<file path="src/rtl/exp_irq_pkg.sv">
package exp_irq_pkg;
  localparam logic [7:0] ADR_PEND   = 8'h08;
  localparam logic [7:0] ADR_GBANK0 = 8'h0C;
  localparam logic [7:0] ADR_PINCFG = 8'h41;
  localparam logic [7:0] ADR_SRCEN  = 8'h42;
  localparam logic [7:0] ADR_ACK    = 8'h44;

  // bit 1: polarity (1 = active high), bit 0: drive (1 = push-pull)
  typedef struct packed {
    logic act_high;
    logic push_pull;
  } pin_cfg_t;
endpackage

</file>
<file path="src/rtl/irq_regs.sv">
module irq_regs
  import exp_irq_pkg::*;
#(
  parameter int unsigned DW     = 8,
  parameter int unsigned NSRC   = 8,
  parameter int unsigned GBANKS = 3
) (
  input  logic                 clk,
  input  logic                 rst_n,
  input  logic [7:0]           reg_addr,
  input  logic                 reg_wr,
  input  logic [DW-1:0]        reg_wdata,
  output logic [DW-1:0]        reg_rdata,
  input  logic [NSRC-1:0]      pend_vec,
  input  logic [GBANKS*DW-1:0] gpio_pend,
  output logic [NSRC-1:0]      src_en,
  output pin_cfg_t             pin_cfg,
  output logic [NSRC-1:0]      ack_mask
);
  localparam int unsigned CFGW = $bits(pin_cfg_t);

  always_ff @(posedge clk or negedge rst_n) begin
    if (!rst_n) begin
      src_en  <= '0;
      pin_cfg <= '0;
    end else if (reg_wr) begin
      if (reg_addr == ADR_SRCEN)  src_en  <= reg_wdata[NSRC-1:0];
      if (reg_addr == ADR_PINCFG) pin_cfg <= pin_cfg_t'(reg_wdata[CFGW-1:0]);
    end
  end

  // acknowledge is a strobe, bit 0 (GPIO summary) is never acknowledged here
  always_comb begin
    ack_mask = '0;
    if (reg_wr && reg_addr == ADR_ACK)
      ack_mask = {reg_wdata[NSRC-1:1], 1'b0};
  end

  always_comb begin
    reg_rdata = '0;
    if (reg_addr == ADR_PEND)   reg_rdata[NSRC-1:0] = pend_vec;
    if (reg_addr == ADR_SRCEN)  reg_rdata[NSRC-1:0] = src_en;
    if (reg_addr == ADR_PINCFG) reg_rdata[CFGW-1:0] = pin_cfg;
    for (int b = 0; b < GBANKS; b++) begin
      if (reg_addr == ADR_GBANK0 + 8'(b))
        reg_rdata = gpio_pend[b*DW +: DW];
    end
  end

  // read-only pending view is never a storage target
  a_r10_pend_no_write: assert property (@(posedge clk) disable iff (!rst_n)
    (reg_wr && reg_addr == ADR_PEND) |=> ($stable(src_en) && $stable(pin_cfg)));
endmodule

</file>
<file path="src/rtl/irq_latch.sv">
module irq_latch #(
  parameter int unsigned DW     = 8,
  parameter int unsigned NSRC   = 8,
  parameter int unsigned GBANKS = 3
) (
  input  logic                 clk,
  input  logic                 rst_n,
  input  logic [NSRC-1:1]      src_evt,
  input  logic [NSRC-1:0]      ack_mask,
  input  logic [GBANKS*DW-1:0] gpio_pend,
  output logic [NSRC-1:0]      pend_vec
);
  // GPIO summary is live, owned by the GPIO logic
  assign pend_vec[0] = |gpio_pend;

  for (genvar i = 1; i < NSRC; i++) begin : g_src
    logic flag_q;
    always_ff @(posedge clk or negedge rst_n) begin
      if (!rst_n)          flag_q <= 1'b0;
      else if (src_evt[i]) flag_q <= 1'b1;   // event wins over acknowledge
      else if (ack_mask[i]) flag_q <= 1'b0;
    end
    assign pend_vec[i] = flag_q;

    a_r2_hold: assert property (@(posedge clk) disable iff (!rst_n)
      (flag_q && !ack_mask[i]) |=> flag_q);
    a_r4_event_wins: assert property (@(posedge clk) disable iff (!rst_n)
      src_evt[i] |=> flag_q);
    a_r3_ack_clears: assert property (@(posedge clk) disable iff (!rst_n)
      (ack_mask[i] && !src_evt[i]) |=> !flag_q);
  end
endmodule

</file>
<file path="src/rtl/irq_pin.sv">
module irq_pin
  import exp_irq_pkg::*;
#(
  parameter int unsigned NSRC = 8
) (
  input  logic            clk,
  input  logic            rst_n,
  input  logic [NSRC-1:0] pend_vec,
  input  logic [NSRC-1:0] src_en,
  input  pin_cfg_t        pin_cfg,
  output logic            irq_pin_out,
  output logic            irq_pin_oe
);
  logic active;
  assign active = |(pend_vec & src_en);

  always_ff @(posedge clk or negedge rst_n) begin
    if (!rst_n) begin
      irq_pin_out <= 1'b1;
      irq_pin_oe  <= 1'b0;
    end else begin
      irq_pin_out <= active ? pin_cfg.act_high : ~pin_cfg.act_high;
      irq_pin_oe  <= pin_cfg.push_pull | active;
    end
  end

  a_r8_pp_drives: assert property (@(posedge clk) disable iff (!rst_n)
    pin_cfg.push_pull |=> irq_pin_oe);
  a_r8_od_release: assert property (@(posedge clk) disable iff (!rst_n)
    (!pin_cfg.push_pull && !active) |=> !irq_pin_oe);
  a_r7_active_level: assert property (@(posedge clk) disable iff (!rst_n)
    active |=> (irq_pin_out == $past(pin_cfg.act_high)));
  a_r6_mask_silences: assert property (@(posedge clk) disable iff (!rst_n)
    (src_en == '0) |=> (irq_pin_out != $past(pin_cfg.act_high)));
endmodule

</file>
<file path="src/rtl/exp_irq_hub.sv">
module exp_irq_hub
  import exp_irq_pkg::*;
#(
  parameter int unsigned DW     = 8,
  parameter int unsigned NSRC   = 8,
  parameter int unsigned GBANKS = 3
) (
  input  logic                 clk,
  input  logic                 rst_n,
  input  logic [7:0]           reg_addr,
  input  logic                 reg_wr,
  input  logic [DW-1:0]        reg_wdata,
  output logic [DW-1:0]        reg_rdata,
  input  logic [NSRC-1:1]      src_evt,
  input  logic [GBANKS*DW-1:0] gpio_pend,
  output logic                 irq_pin_out,
  output logic                 irq_pin_oe
);
  logic [NSRC-1:0] pend_vec;
  logic [NSRC-1:0] src_en;
  logic [NSRC-1:0] ack_mask;
  pin_cfg_t        pin_cfg;

  irq_regs #(.DW(DW), .NSRC(NSRC), .GBANKS(GBANKS)) u_regs (
    .clk(clk), .rst_n(rst_n), .reg_addr(reg_addr), .reg_wr(reg_wr),
    .reg_wdata(reg_wdata), .reg_rdata(reg_rdata), .pend_vec(pend_vec),
    .gpio_pend(gpio_pend), .src_en(src_en), .pin_cfg(pin_cfg),
    .ack_mask(ack_mask)
  );

  irq_latch #(.DW(DW), .NSRC(NSRC), .GBANKS(GBANKS)) u_latch (
    .clk(clk), .rst_n(rst_n), .src_evt(src_evt), .ack_mask(ack_mask),
    .gpio_pend(gpio_pend), .pend_vec(pend_vec)
  );

  irq_pin #(.NSRC(NSRC)) u_pin (
    .clk(clk), .rst_n(rst_n), .pend_vec(pend_vec), .src_en(src_en),
    .pin_cfg(pin_cfg), .irq_pin_out(irq_pin_out), .irq_pin_oe(irq_pin_oe)
  );

  // GPIO summary is not affected by an acknowledge of bit 0
  a_r5_gpio_no_ack: assert property (@(posedge clk) disable iff (!rst_n)
    (ack_mask[0] == 1'b0));
endmodule

</file>
<file path="config.mk">
export PLATFORM = sky130hd
export DESIGN_NAME = exp_irq_hub
export DESIGN_NICKNAME = d
export VERILOG_FILES = /design/src/rtl/exp_irq_pkg.sv /design/src/rtl/irq_regs.sv /design/src/rtl/irq_latch.sv /design/src/rtl/irq_pin.sv /design/src/rtl/exp_irq_hub.sv
export SDC_FILE = /design/constraint.sdc
export NUM_CORES = 1
export LEC_CHECK = 0
export BUFFER_PORTS_ARGS = -buffer_cell sky130_fd_sc_hd__buf_2
export CAP_MARGIN = 20
export CORE_MARGIN = 1
export CORE_UTILIZATION = 45
export CTS_CLUSTER_DIAMETER = 120
export DETAILED_ROUTE_END_ITERATION = 10
export GPL_ROUTABILITY_DRIVEN = 0
export GPL_TIMING_DRIVEN = 0
export MAX_ROUTING_LAYER = met4
export PLACE_DENSITY = 0.83
export SYNTH_ARGS = -nofsm -noshare
export SYNTH_HDL_FRONTEND = slang
export SYNTH_SLANG_ARGS = --single-unit
export TNS_END_PERCENT = 1
</file>
<file path="constraint.sdc">
create_clock -name clk -period 1.8 [get_ports clk]
set_input_delay 0.18 -clock clk [delete_from_list [all_inputs] [get_ports clk]]
set_output_delay 0.18 -clock clk [all_outputs]
set_load 0.02 [all_outputs]
</file>
; Yosys cells after proc, flatten, opt, wreduce, memory -nomap -nowiden
; Cells that the tools add are included.
[totals]
wordCells = 56
ff_bits = 19
in_bits = 50
output_inout_bits = 10
[classes]
n_mux = 22
bitwise = 3
eq_ne = 7
reduce_logical = 12
[op_table]
columns = operator, n
row1 = 8-bit two-way mux, 6
row2 = "8-bit by 4-bit equality test with 1-bit output, second input constant", 4
row3 = "8-bit by 7-bit equality test with 1-bit output, second input constant", 3
row4 = 24-bit OR reduction, 1
row5 = 1-bit two-way mux, 15
row6 = 2-bit nonzero test, 7
row7 = 8-bit AND, 1
row8 = 8-bit OR reduction, 1
row9 = 2-bit AND reduction, 2
row10 = 2-bit two-way mux, 1
row11 = 1-bit logical AND, 1
row12 = 1-bit NOT, 1
row13 = 1-bit OR, 1

; Depth between registers and ports, before layout
[depth]
ltp_word = 7
mapped_depth = 6
mapped_depth_nobuf = 4

; Hierarchy
; Synthesis repeated with hierarchy kept, for this count alone.
[unflattened]
hier_cells = 146
area_unflattened_um2 = 1488.9
[modules_own_cells]
columns = module, area_each_um2, cells_per_inst, seq_area_each_um2, n_inst
row1 = irq_regs, 1011.0, 101, 250.2, 1
row2 = irq_latch, 357.8, 36, 175.2, 1
row3 = irq_pin, 120.1, 9, 51.3, 1

; Worst setup path before layout
; Ideal clock, no wire load.
[synth_timing]
path_type = input port to output port
start = input port reg_addr[7]
end = output port reg_rdata[2]
t_arrival_ns = 1.484
n_path_buf = 1
path_slack_ns = 0.136
required_ns = 1.620
cell_stages = 5
path_cell_list = or3_4 > or4_1 > clkbuf_1 > o22ai_1 > a21oi_1
[synth_between]
elab_chain_cells = 6
[synth_rtl]
columns = item, line_no
row1 = "start, declared", exp_irq_hub.sv:10  ; input logic [7:0] reg_addr,
row2 = 8-bit by 4-bit equality test with 1-bit output, irq_regs.sv:41  ; if (reg_addr == ADR_PEND) reg_rdata[NSRC-1:0] = pend_vec;
row3 = 8-bit two-way mux, irq_regs.sv:41
row4 = 8-bit two-way mux, irq_regs.sv:42  ; if (reg_addr == ADR_SRCEN) reg_rdata[NSRC-1:0] = src_en;
row5 = 8-bit two-way mux (2 in a row), irq_regs.sv:45  ; if (reg_addr == ADR_GBANK0 + 8'(b))
row6 = 8-bit two-way mux *, irq_regs.sv:45
row7 = "end, declared", exp_irq_hub.sv:13  ; output logic [DW-1:0] reg_rdata,
; Mark *: on every way between the ends. The rest lies on a longest branch, timed or not.

; Worst setup path after layout
[layout_timing]
start = register u_latch.g_src[7].flag_q
end = output port reg_rdata[7]
[layout_between]
elab_chain_cells = 5
[layout_rtl]
columns = item, line_no
row1 = "start, declared", irq_latch.sv:17  ; logic flag_q;
row2 = "start signal, assigned", irq_latch.sv:19  ; if (!rst_n) flag_q <= 1'b0;
row3 = "start signal, assigned", irq_latch.sv:20  ; else if (src_evt[i]) flag_q <= 1'b1;
row4 = "start signal, assigned", irq_latch.sv:21  ; else if (ack_mask[i]) flag_q <= 1'b0;
row5 = 8-bit two-way mux, irq_regs.sv:41
row6 = 8-bit two-way mux, irq_regs.sv:42
row7 = 8-bit two-way mux (3 in a row), irq_regs.sv:45
; No other way between the ends.

==> load_flow_metrics.sql <==
INSERT INTO impl_metrics (metric_group, metric, value, unit) VALUES
('clock_network', 'maximum_buffer_depth_of_the_clock_tree', '2', ''),
('route', 'met3_routed_length', '264', 'um'),
('place', 'post-dp-hpwl', '2.90', 'mm'),
('status', 'status', 'finished, violations left', ''),
('route', 'post_drt_via_cell_ratio', '6.06', ''),
('setup_path', 'startpoint_type', 'flip-flop', ''),
('route', 'ant_nets', '0', ''),
('power', 'power_density', '488', 'mW/mm^2'),
('place', 'postPlaceCellArea', '0.00169', 'sq mm'),
('timing', 'rsz0062_at_grt', 'true', ''),
('clock_network', 'clkLatencyLatePin', '310', 'ps'),
('synthesis', 'netlist-cell-type-count', '36', ''),
('clock_network', 'clk_pin_slew_worst_paths', '100', 'ps'),
('final_layout', 'n_fill_cell', '249', ''),
('floorplan', 'dieArea', '0.00323', 'sq mm'),
('job', 'cap_viol_max_count', '0', ''),
('floorplan', 'floorplan.initialDensity', '48.3', '%'),
('floorplan', 'die_h', '56.9', 'um'),
('timing', 'final.setup.worst_slack', '-82.3', 'ps'),
('worst_hold_path', 'hold_path.class', 'in -> reg', ''),
('grt', 'maximum_number_of_pins_on_one_net_before_global_route_repair', '20', ''),
('floorplan', 'ioPinCount', '60', ''),
('status', 'failed_checks', 'design-rule violations, negative setup slack', ''),
('final_layout', 'post-route-cell-area', '0.00195', 'sq mm'),
('grt', 'grt-ovfl-total', '0', ''),
('synthesis', 'syn_inst', '157', ''),
('route', 'route.vias.total', '1593', ''),
('final_layout', 'drive_gt1_share', '50.9', '%'),
('final_layout', 'layout.nets', '283', ''),
('floorplan', 'design.core.area', '0.00281', 'sq mm'),
('route', 'routed_length_on_met1', '1.66', 'mm'),
('timing', 'finClkSkew', '2.63', 'ps'),
('route', 'detailedRoute.firstPassIterationCount', '7', ''),
('grt', 'antenna_found_initial', '0', ''),
('route', 'routed.top_layer', 'met4', ''),
('route', 'route.detailed.wl_per_inst', '16.3', 'um'),
('route', 'dr.first_iter.drc_count', '128', ''),
('clock_network', 'tritoncts.num_buffers', '3', ''),
('setup_path', 'cp.required', '1620', 'ps'),
('clock_network', 'htree_num_levels', '1', ''),
('setup_path', 'worst-path-max-fanout', '2', ''),
('timing', 'final_min_period_over_clock_period', '105', '%'),
('final_layout', 'final_core_utilization', '69.4', '%'),
('route', 'drt_drc_violations_left', '8', ''),
('synthesis', 'netlist_area', '0.00136', 'sq mm'),
('synthesis', 'netlist_top_cells_area', 'dfrtp_1 33%, mux2_2 7.5%, nand2_1 5.3%, a21oi_1 5.2%, or3b_2 4.5%', ''),
('setup_path', 'critPathTopFamily', 'compound AO/OA/AOI/OAI gates', ''),
('clock_network', 'cts_num_sinks', '19', ''),
('grt', 'first_global_vias', '1520', ''),
('synthesis', 'synthDominantCellAreaShare', '33.2', '%'),
('timing', 'final-hold-violation-count', '0', ''),
('synthesis', 'synth.yosys.seq_area_share', '35.2', '%'),
('setup_path', 'worstPathBufferInverterCount', '1', ''),
('final_layout', 'area_of_the_multi_input_gates', '956', 'sq um'),
('floorplan', 'die_w', '56.9', 'um'),
('timing', 'timing.max_slew.rel_slack', '54.2', '%'),
('grt', 'groute.usage.overall', '27.6', '%'),
('timing', 'fmax', '0.531', 'GHz'),
('synthesis', 'ys_ff_latch', '19', ''),
('setup_path', 'path_cells', 'or3b_4 -> a21oi_2 -> o21ai_0 -> a21oi_1 -> buf_4', ''),
('setup_path', 'cpMaxStageDelayCell', 'dfrtp_1', ''),
('route', 'wirelength', '4.28', 'mm'),
('setup_path', 'worst-endpoint-arrival', '1700', 'ps'),
('final_layout', 'ant_diodes', '0', ''),
('synthesis', 'cell_taking_the_most_area_after_synthesis', 'dfrtp_1', ''),
('timing', 'max_slew.worst_pin.slew', '682', 'ps'),
('timing', 'finalCriticalPeriod', '1880', 'ps'),
('timing', 'finalSetupViolCount', '6', ''),
('clock_network', 'clk_root_buffer_cell', 'clkbuf_4', ''),
('setup_path', 'worst-setup-path-type', 'reg -> out', ''),
('setup_path', 'cp-end-kind', 'output port', '');
synthesized netlist by cell type, drive strengths merged (2+ instances only):
cell type	n
nand2	20
nand4	2
or3b	8
o22a	2
nor2	16
or3	3
clkbuf	5
nand3	3
mux2	10
o22ai	8
or4	2
a22oi	2
a21oi	14
nand2b	3
dfrtp	18
nand3b	3
o211ai	2
a21o	7
nor2b	2
o21ai	8
mux2i	2
nor3	2
nor4	7
through the flow:
step | total power, uW | hold slack (ps) | instances
finish | 951 | 31.1 | 263
global placement | 699 | 133 | 247
global route | 1000 | 12.5 | 263
detailed placement | 703 | 136 | 247
floorplan | 591 | -116 | 157
CTS | 939 | 27.7 | 258
final timing paths:
kind	startpoint	to	slack (ps)	cells past startpoint
worst max-delay path	u_latch.g_src[7].flag_q$_DFFE_PN0P_	reg_rdata[7]	-80	5
worst min-delay path	src_evt[6]	u_latch.g_src[6].flag_q$_DFFE_PN0P_	30	2
worst max register to register	u_latch.g_src[7].flag_q$_DFFE_PN0P_	u_pin.irq_pin_oe$_DFF_PN0_	90	5
worst min register to register	u_regs.src_en[2]$_DFFE_PN0P_	u_regs.src_en[2]$_DFFE_PN0P_	540	1
max in group asynchronous	rst_n	u_pin.irq_pin_out$_DFF_PN1_	1160	2
min in group asynchronous	rst_n	u_latch.g_src[5].flag_q$_DFFE_PN0P_	320	2
layer usage:
metal	track usage, %	vias up
met2	46.9	86
met3	5.30	23
li1	-	746
met4	13.2	0
met1	31.0	738
met5	-	-
cell usage in the layout, fill, tap and decap left out, drive strengths merged, types with 3 or more instances in the layout:
master and n:
a21o 7, a21oi 14, buf 71, clkbuf 7, dfrtp 18, mux2 10, nand2 20, nand2b 3
nand3 3, nand3b 3, nor2 16, nor4 7, o21ai 8, o22ai 8, or3 3, or3b 8
logic make-up after synthesis:
logic type,Yosys count,synth area share [%]
simple gates,73,31.2
mux,12,10.1
buf+inv,6,1.66
compound gates,47,21.9
flops,19,35.2
registers in the layout, indices dropped and copies added (netlist names):
signal	cells
u_regs.src_en	8
u_latch.g_src.flag_q	7
u_regs.pin_cfg	2
u_pin.irq_pin_oe	1
u_pin.irq_pin_out	1
power breakdown:
| part | leakage, uW | internal [uW] | switching, uW |
|---|---|---|---|
| logic | 0.000611 | 121 | 143 |
| registers | 0.000222 | 455 | 12.3 |
| clock network | 0.0000177 | 83.4 | 137 |
| total | 0.000851 | 660 | 292 |
area by class of cell:
class | count | area share, %
clock inverters | 1 | 0.257
repair buffers | 72 | 21.9
inverters | 1 | 0.193
flip-flops and latches | 19 | 24.5
plain buffers | 4 | 0.963
multi-input cells | 132 | 49.1
well taps | 31 | 1.99
clock buffers | 3 | 1.16
what timing repair did:
item | in CTS | in global routing
hold buffers | 1 | 0
buffers inserted | 7 | 5
setup endpoints to repair | 6 | 8
hold endpoints to repair | 18 | 0
gates resized for setup | 25 | 16
pin swaps | 12 | 12
No activity file was read; power rests on OpenSTA's default activity.
